## config.mk

```make
export PLATFORM = sky130hd
export DESIGN_NAME = ctrl_ep_responder
export DESIGN_NICKNAME = d
export VERILOG_FILES = /design/src/rtl/ctrl_ep_pkg.sv /design/src/rtl/ctrlEpRegs.sv /design/src/rtl/ctrlEpDecide.sv /design/src/rtl/ctrl_ep_responder.sv
export SDC_FILE = /design/constraint.sdc
export NUM_CORES = 1
export LEC_CHECK = 0
export ABC_AREA = 1
export BUFFER_PORTS_ARGS = -buffer_cell sky130_fd_sc_hd__buf_4
export CAP_MARGIN = 20
export CORE_MARGIN = 4
export CORE_UTILIZATION = 40
export CTS_CLUSTER_DIAMETER = 200
export CTS_CLUSTER_SIZE = 20
export DETAILED_ROUTE_END_ITERATION = 10
export GPL_TIMING_DRIVEN = 0
export PLACE_DENSITY = 0.83
export SLEW_MARGIN = 20
export SYNTH_ARGS = -nofsm -noshare
export SYNTH_HDL_FRONTEND = slang
export SYNTH_HIERARCHICAL = 1
export SYNTH_SLANG_ARGS = --single-unit
```

## constraint.sdc

```tcl
create_clock -name clk -period 1.4 [get_ports clk]
set_input_delay 0.28 -clock clk [delete_from_list [all_inputs] [get_ports clk]]
set_output_delay 0.28 -clock clk [all_outputs]
set_load 0.005 [all_outputs]
```

## src/rtl/ctrl_ep_pkg.sv

```systemverilog
package ctrl_ep_pkg;
  typedef enum logic [1:0] {
    TOK_SETUP = 2'd0,
    TOK_OUT   = 2'd1,
    TOK_IN    = 2'd2,
    TOK_RSVD  = 2'd3
  } tokKind_e;

  typedef enum logic [1:0] {
    RSP_ACK   = 2'd0,
    RSP_NAK   = 2'd1,
    RSP_STALL = 2'd2,
    RSP_NONE  = 2'd3
  } respCode_e;

  // strobes from control to datapath
  typedef struct packed {
    logic clrStall;
  } epStrobe_t;

  localparam int EN_BIT       = 31;
  localparam int IN_STALL_BIT = 20;
  localparam int IN_NAK_BIT   = 19;
  localparam int OUT_STALL_BIT = 18;
  localparam int NO_HSK_BIT   = 17;
  localparam int OUT_NAK_BIT  = 16;
endpackage

```

## src/rtl/ctrlEpRegs.sv

```systemverilog
module ctrlEpRegs
  import ctrl_ep_pkg::*;
#(
  parameter int DATA_W = 32,
  parameter int MAXP_W = 7
) (
  input  logic              clk,
  input  logic              rstN,
  input  logic              wrEn,
  input  logic [DATA_W-1:0] wrData,
  input  logic              busy,
  input  epStrobe_t         strobe,
  output logic              en,
  output logic              inStall,
  output logic              inNak,
  output logic              outStall,
  output logic              noHsk,
  output logic              outNak,
  output logic [MAXP_W-1:0] maxp,
  output logic [DATA_W-1:0] rdData
);
  logic unusedWrBits;
  assign unusedWrBits = ^wrData;

  always_ff @(posedge clk) begin
    if (!rstN) begin
      en       <= 1'b0;
      inStall  <= 1'b0;
      inNak    <= 1'b0;
      outStall <= 1'b0;
      noHsk    <= 1'b0;
      outNak   <= 1'b0;
      maxp     <= '0;
    end else begin
      if (wrEn) begin
        en     <= wrData[EN_BIT];
        inNak  <= wrData[IN_NAK_BIT];
        noHsk  <= wrData[NO_HSK_BIT];
        outNak <= wrData[OUT_NAK_BIT];
        if (!busy) maxp <= wrData[MAXP_W-1:0];
      end
      // stall bits: software may only set; a SETUP clears, winning over a write
      inStall  <= (inStall  | (wrEn & wrData[IN_STALL_BIT]))  & ~strobe.clrStall;
      outStall <= (outStall | (wrEn & wrData[OUT_STALL_BIT])) & ~strobe.clrStall;
    end
  end

  always_comb begin
    rdData = '0;
    rdData[EN_BIT]        = en;
    rdData[IN_STALL_BIT]  = inStall;
    rdData[IN_NAK_BIT]    = inNak;
    rdData[OUT_STALL_BIT] = outStall;
    rdData[NO_HSK_BIT]    = noHsk;
    rdData[OUT_NAK_BIT]   = outNak;
    rdData[MAXP_W-1:0]    = maxp;
  end

  AST_SETUP_CLEARS: assert property (@(posedge clk) disable iff (!rstN)
    $past(strobe.clrStall) |-> (!inStall && !outStall));

  AST_MAXP_LOCKED: assert property (@(posedge clk) disable iff (!rstN)
    $past(busy) && $past(rstN) |-> $stable(maxp));

  AST_STALL_STICKY: assert property (@(posedge clk) disable iff (!rstN)
    $past(inStall) && !$past(strobe.clrStall) && $past(rstN) |-> inStall);
endmodule

```

## src/rtl/ctrlEpDecide.sv

```systemverilog
module ctrlEpDecide
  import ctrl_ep_pkg::*;
(
  input  logic      clk,
  input  logic      rstN,
  input  logic      tokValid,
  input  tokKind_e  tokKind,
  input  logic      en,
  input  logic      inStall,
  input  logic      inNak,
  input  logic      outStall,
  input  logic      noHsk,
  input  logic      outNak,
  output epStrobe_t strobe,
  output logic      respValid,
  output respCode_e respCode
);
  logic      accept;
  respCode_e nextCode;

  assign accept = tokValid && en && (tokKind != TOK_RSVD);

  always_comb begin
    strobe          = '0;
    strobe.clrStall = accept && (tokKind == TOK_SETUP);
  end

  always_comb begin
    nextCode = RSP_ACK;
    unique case (tokKind)
      TOK_IN: begin
        if (inStall)    nextCode = RSP_STALL;
        else if (inNak) nextCode = RSP_NAK;
        else            nextCode = RSP_ACK;
      end
      TOK_OUT: begin
        if (outStall)     nextCode = RSP_STALL;
        else if (outNak)  nextCode = RSP_NAK;
        else if (noHsk)   nextCode = RSP_NONE;
        else              nextCode = RSP_ACK;
      end
      default: nextCode = RSP_ACK;
    endcase
  end

  always_ff @(posedge clk) begin
    if (!rstN) begin
      respValid <= 1'b0;
      respCode  <= RSP_ACK;
    end else begin
      respValid <= accept;
      respCode  <= nextCode;
    end
  end

  AST_DISABLED_SILENT: assert property (@(posedge clk) disable iff (!rstN)
    $past(tokValid && !en) && $past(rstN) |-> !respValid);

  AST_SETUP_ACKED: assert property (@(posedge clk) disable iff (!rstN)
    $past(tokValid && en && tokKind == TOK_SETUP) && $past(rstN)
      |-> (respValid && respCode == RSP_ACK));

  AST_IN_STALL_WINS: assert property (@(posedge clk) disable iff (!rstN)
    $past(tokValid && en && tokKind == TOK_IN && inStall) && $past(rstN)
      |-> (respCode == RSP_STALL));

  AST_OUT_STALL_WINS: assert property (@(posedge clk) disable iff (!rstN)
    $past(tokValid && en && tokKind == TOK_OUT && outStall) && $past(rstN)
      |-> (respCode == RSP_STALL));

  AST_RESP_ONE_CYCLE: assert property (@(posedge clk) disable iff (!rstN)
    respValid && !tokValid |=> !respValid);
endmodule

```

## src/rtl/ctrl_ep_responder.sv

```systemverilog
module ctrl_ep_responder
  import ctrl_ep_pkg::*;
#(
  parameter int DATA_W = 32,
  parameter int MAXP_W = 7
) (
  input  logic              clk,
  input  logic              rstN,
  input  logic              regWrEn,
  input  logic [DATA_W-1:0] regWrData,
  output logic [DATA_W-1:0] regRdData,
  input  logic              tokValid,
  input  logic [1:0]        tokKind,
  input  logic              xferBusy,
  output logic              respValid,
  output logic [1:0]        respCode,
  output logic [MAXP_W-1:0] maxPkt
);
  epStrobe_t strobe;
  respCode_e code;
  logic en, inStall, inNak, outStall, noHsk, outNak;

  ctrlEpRegs #(.DATA_W(DATA_W), .MAXP_W(MAXP_W)) uRegs (
    .clk(clk), .rstN(rstN), .wrEn(regWrEn), .wrData(regWrData),
    .busy(xferBusy), .strobe(strobe),
    .en(en), .inStall(inStall), .inNak(inNak), .outStall(outStall),
    .noHsk(noHsk), .outNak(outNak), .maxp(maxPkt), .rdData(regRdData)
  );

  ctrlEpDecide uDecide (
    .clk(clk), .rstN(rstN), .tokValid(tokValid), .tokKind(tokKind_e'(tokKind)),
    .en(en), .inStall(inStall), .inNak(inNak), .outStall(outStall),
    .noHsk(noHsk), .outNak(outNak),
    .strobe(strobe), .respValid(respValid), .respCode(code)
  );

  assign respCode = code;

  AST_MAXP_MIRROR: assert property (@(posedge clk) disable iff (!rstN)
    maxPkt == regRdData[MAXP_W-1:0]);
endmodule

```

After elaboration in Yosys (flattened, before gate mapping)
Cells that the tools add are included.
{"block": "totals", "ff_bits": 16, "word_cells": 31, "out_inout_bits": 42, "inputBits": 39}
{"block": "op_classes", "n_reduce_logical": 5, "bitwise_logic": 8, "eq_ne": 3, "muxes": 6}
{"operator": "2-to-1 mux 2 bit", "n": 4}
{"operator": "AND 1 bit", "n": 4}
{"operator": "one-hot mux 2 bit (2 select lines)", "n": 1}
{"operator": "logical AND 1 bit", "n": 3}
{"operator": "== test 2 x 1 -> 1 bit (second input constant)", "n": 1}
{"operator": "== test 2 bit (second input constant)", "n": 1}
{"operator": "zero test 2 bit", "n": 1}
{"operator": "inequality test 2 bit (second input constant)", "n": 1}
{"operator": "NOT 1 bit", "n": 2}
{"operator": "OR 1 bit", "n": 2}
{"operator": "AND reduction 2 bit", "n": 1}
{"operator": "2-to-1 mux 1 bit", "n": 1}

Longest topological paths before layout
{"block": "logic_depth", "word_depth": 5, "depth_mapped": 7, "ltp_nobuf": 7}

Modules after synthesis
Netlist, hierarchy kept.
{"mod": "ctrlEpRegs", "n_inst": 1, "seq_area_each_um2": 260.2, "area_each_um2": 750.7, "cells_each": 104}
{"mod": "ctrlEpDecide", "n_inst": 1, "seq_area_each_um2": 60.1, "area_each_um2": 203.9, "cells_each": 27}

Worst setup path before layout
Ideal clock, no wire load.
{"block": "synth_path", "kind": "input to register", "from": "in tokKind[0]", "to": "reg uRegs.inStall", "arrival_time_ns": 0.821, "required_ns": 1.286, "path_buffers": 0, "path_slack_ns": 0.466, "path_stages": 6, "path_cell_list": "ha_1 > nand3b_1 > nor2_1 > inv_1 > nand2_1 > nor2_1"}
{"block": "synth_between", "elab_chain_cells": 5, "elab_cells_between_ends": 6, "cone_classes": "eq/ne: 1; bitwise: 2; reduce/logical: 3"}
{"element": "start, declared", "line": "ctrl_ep_responder.sv:13", "text": "input logic [1:0] tokKind,"}
{"element": "inequality test 2 bit", "line": "ctrlEpDecide.sv:21", "text": "assign accept = tokValid && en && (tokKind != TOK_RSVD);"}
{"element": "logical AND 1 bit", "line": "ctrlEpDecide.sv:21"}
{"element": "logical AND 1 bit (*)", "line": "ctrlEpDecide.sv:25", "text": "strobe.clrStall = accept && (tokKind == TOK_SETUP);"}
{"element": "via strobe", "line": "ctrl_ep_responder.sv:19", "text": "epStrobe_t strobe;"}
{"element": "NOT 1 bit (*)", "line": "ctrlEpRegs.sv:43", "text": "inStall <= (inStall | (wrEn & wrData[IN_STALL_BIT])) & ~strobe.clrStall;"}
{"element": "AND 1 bit (*)", "line": "ctrlEpRegs.sv:43"}
{"element": "end signal, assigned", "line": "ctrlEpRegs.sv:43"}
{"element": "end, declared", "line": "ctrlEpRegs.sv:14", "text": "output logic inStall,"}
Mark *: on every way through the listed nets, which the timed path passes. The rest lies on a longest branch.
A chain may end at the register's enable or synchronous reset.

Worst setup path after layout
{"block": "layout_path", "from": "reg uRegs.inStall", "to": "out regRdData[20]"}
{"element": "end, declared", "line": "ctrl_ep_responder.sv:11", "text": "output logic [DATA_W-1:0] regRdData,"}
No word-level cell between the ends.

==> reports/qor.yml <==
outcome: "finished clean"
report.final.hold_viol_count: 0
routability_congestion: 0.749
finalHoldWorstSlack_ns: 0.226
grt_start_max_net_pins: 11
h-tree-depth: 1
cp_required_ns: 1.12
vias_in_the_first_global_route: 800
start_kind: "flip-flop"
timing.clock.skew_ns: 0.00272
placementRows: 17
maxClockFrequency_mhz: 859
routed-via-count: 875
hold_path_depth: 3
report.final.setup_viol: 0
reg2reg_slack_ns: 0.54
post-route-period-util: 0.831
wp_data_arrival_ns: 0.88
number_of_antenna_violations_at_the_first_check_in_global_routing: 0
tritoncts.num_buffers: 3
most-common-layout-cells: "buf_4, nor2_1, conb_1, dfxtp_1"
syn_avg_cell_area_um2: 7.29
die_width_um: 56.9
hold_path.class: "in -> reg"
maxCapViolations: 0
num_antenna_cells: 0
cp_common_cell: "buf_4"
design.core.area_um2: 2230
yosysWarnings: 6
synth.area.top_cells: "dfxtp_1, buf_4, nor2_1, inv_1, nand2_1"
power-per-cell-area_nw_per_um2: 770
timing.critical_path.cells: "buf_4 > buf_4"
critical_path.endpoint_type: "output port"
mean_number_of_vias_per_cell: 3.92
worst_r2r_startpoint: "uRegs/en$_SDFFE_PN0P_"
cts_sinks: 16
reg2regPathDepth: 5
drive_gt1_frac: 0.441
cts_tree: "built"
hold_fix_buffers_cts: 0
port_buffers: 42
irDropWorstVdd_mv: 0.394
crit_path_end: "regRdData[20]"
post_synth_instance_area_um2: 955
overflow: 0
crit_path_start: "uRegs/inStall$_SDFF_PN0_"
finish.instance_area_um2: 1410
fin_nets: 239
drt_iter0_drc: 13
postSynthRegisterBits: 16
placed_cells: 219
ioPinCount: 81
ctsRootBufferMaster: "clkbuf_4"
routed_wire_length_per_instance_um: 8.75
count_of_unique_library_cells_instantiated_by_yosys: 15
pre_cts_slack_ns: 0.270
vertical_die_dimension_um: 56.9
grt_pass1_wl_mm: 3.13
syn_inst: 131
aggregate_global_route_resource_usage: 0.121
detail_route.drc_violations: 0
cp_max_fo: 4
hpwl_mm: 1.69
timing.setup.tns_ns: 0
area_growth_syn_to_layout_pct: 47.6
final.setup.worst_slack_ns: 0.236
critPathSlowestCell: "dfxtp_1"
worst_skew_pair_later_pin_latency_ns: 0.28
dpl-instance-area_um2: 1370
final_period_minus_worst_setup_slack_ns: 1.16
drv_slew: 0
synth_seq_area_share: 0.336
detail_route.first_pass.iterations: 4
mostFrequentLayoutCell: "buf_4"
worst_path_largest_cell_delay_ns: 0.39
worst_r2r_dst: "uRegs/outStall$_SDFF_PN0_"
leakage_uw: 0.000825
cts.clk_slew.worst_paths_ns: 0.09
initial_utilization: 0.427
netlist.top_cell.by_area: "dfxtp_1"
finish.cell_count_without_fillers: 223
post-cts-setup-buffers: 0
cts_buffer_depth: 2
rsz0062_at_grt: "no"
timing_worst_setup_path_type: "reg -> out"
wl_mm: 1.95
synth_top_cell_area_share: 0.336
drt.antenna.violating_nets: 0
floorplan.die_area_um2: 3230
post_cts_resized: 0
-- power by group --
| part | internal (uW) | total, uW | switching, uW | leakage, uW |
|---|---|---|---|---|
| sequential | 483 | 504 | 21.2 | 0.000132 |
| clock | 158 | 296 | 138 | 0.0000210 |
| combinational | 175 | 285 | 110 | 0.000672 |
-- critical path, delay by kind of cell (launching register included) --
kind,cells,cell delay [ns]
flip-flops,1,0.39
buffers and inverters,2,0.21
-- sequential cells by signal, summed over array words and instances, names as in the netlist --
| register | count |
|---|---|
| uDecide/respCode | 2 |
| uDecide/respValid | 1 |
| uRegs/en | 1 |
| uRegs/inNak | 1 |
| uRegs/inStall | 1 |
| uRegs/maxp | 7 |
| uRegs/noHsk | 1 |
| uRegs/outNak | 1 |
| uRegs/outStall | 1 |
-- metal layers --
metal,GRT usage,up-vias,wire length (um)
met3,0.0437,2,209
met2,0.223,37,990
li1,-,470,-
met5,0,-,0
met4,0.0596,0,11
met1,0.117,366,741
-- synthesized netlist by cell type --
| cell type | number |
|---|---|
| buf_4 | 33 |
| inv_2 | 3 |
| nor2_1 | 26 |
| a21oi_1 | 2 |
| nand2_1 | 14 |
| nand3b_1 | 2 |
| inv_1 | 14 |
| dfxtp_1 | 16 |
| nor2_4 | 1 |
| nand3_1 | 8 |
| ha_1 | 4 |
| conb_1 | 1 |
| buf_2 | 1 |
| o21ai_1 | 4 |
| a21oi_2 | 2 |
-- per-stage QoR --
step                power (uW)   util
finish                    1090  0.631
floorplan                  675      -
global placement           793  0.615
detailed placement         800  0.615
global route              1170  0.631
CTS                       1100  0.631
-- cell type report --
| type | count | area (um2) |
|---|---|---|
| clock buffers | 4 | 36.3 |
| well taps | 28 | 35.0 |
| repair buffers | 42 | 315 |
| plain buffers | 34 | 253 |
| fillers | 210 | 825 |
| multi-input cells | 82 | 385 |
| inverters | 17 | 63.8 |
| flip-flops and latches | 16 | 320 |
-- cells by family (layout without fill, tap and decap cells) --
| group | Yosys count | after routing | synth area share |
|---|---|---|---|
| fa+ha+maj | 4 | 4 | 0.0524 |
| compound gates | 8 | 8 | 0.0498 |
| buf+inv | 51 | 97 | 0.332 |
| flops | 16 | 16 | 0.336 |
| simple gates | 51 | 51 | 0.227 |
| other cells | 1 | 19 | 0.00393 |
-- worst min path at each step --
stage                               from                      endpoint  slack [ns]
2_1_floorplan                       rstN  uDecide/respValid$_SDFF_PN0_        0.39
3_3_place_gp   uRegs/outStall$_SDFF_PN0_     uRegs/outStall$_SDFF_PN0_        0.48
3_5_place_dp   uRegs/outStall$_SDFF_PN0_     uRegs/outStall$_SDFF_PN0_        0.49
4_1_cts                    regWrData[18]     uRegs/outStall$_SDFF_PN0_        0.22
5_1_grt                    regWrData[17]      uRegs/noHsk$_SDFFE_PN0P_        0.21
6_report                   regWrData[31]         uRegs/en$_SDFFE_PN0P_        0.23
Note: power is estimated with default switching activity, not from simulation.
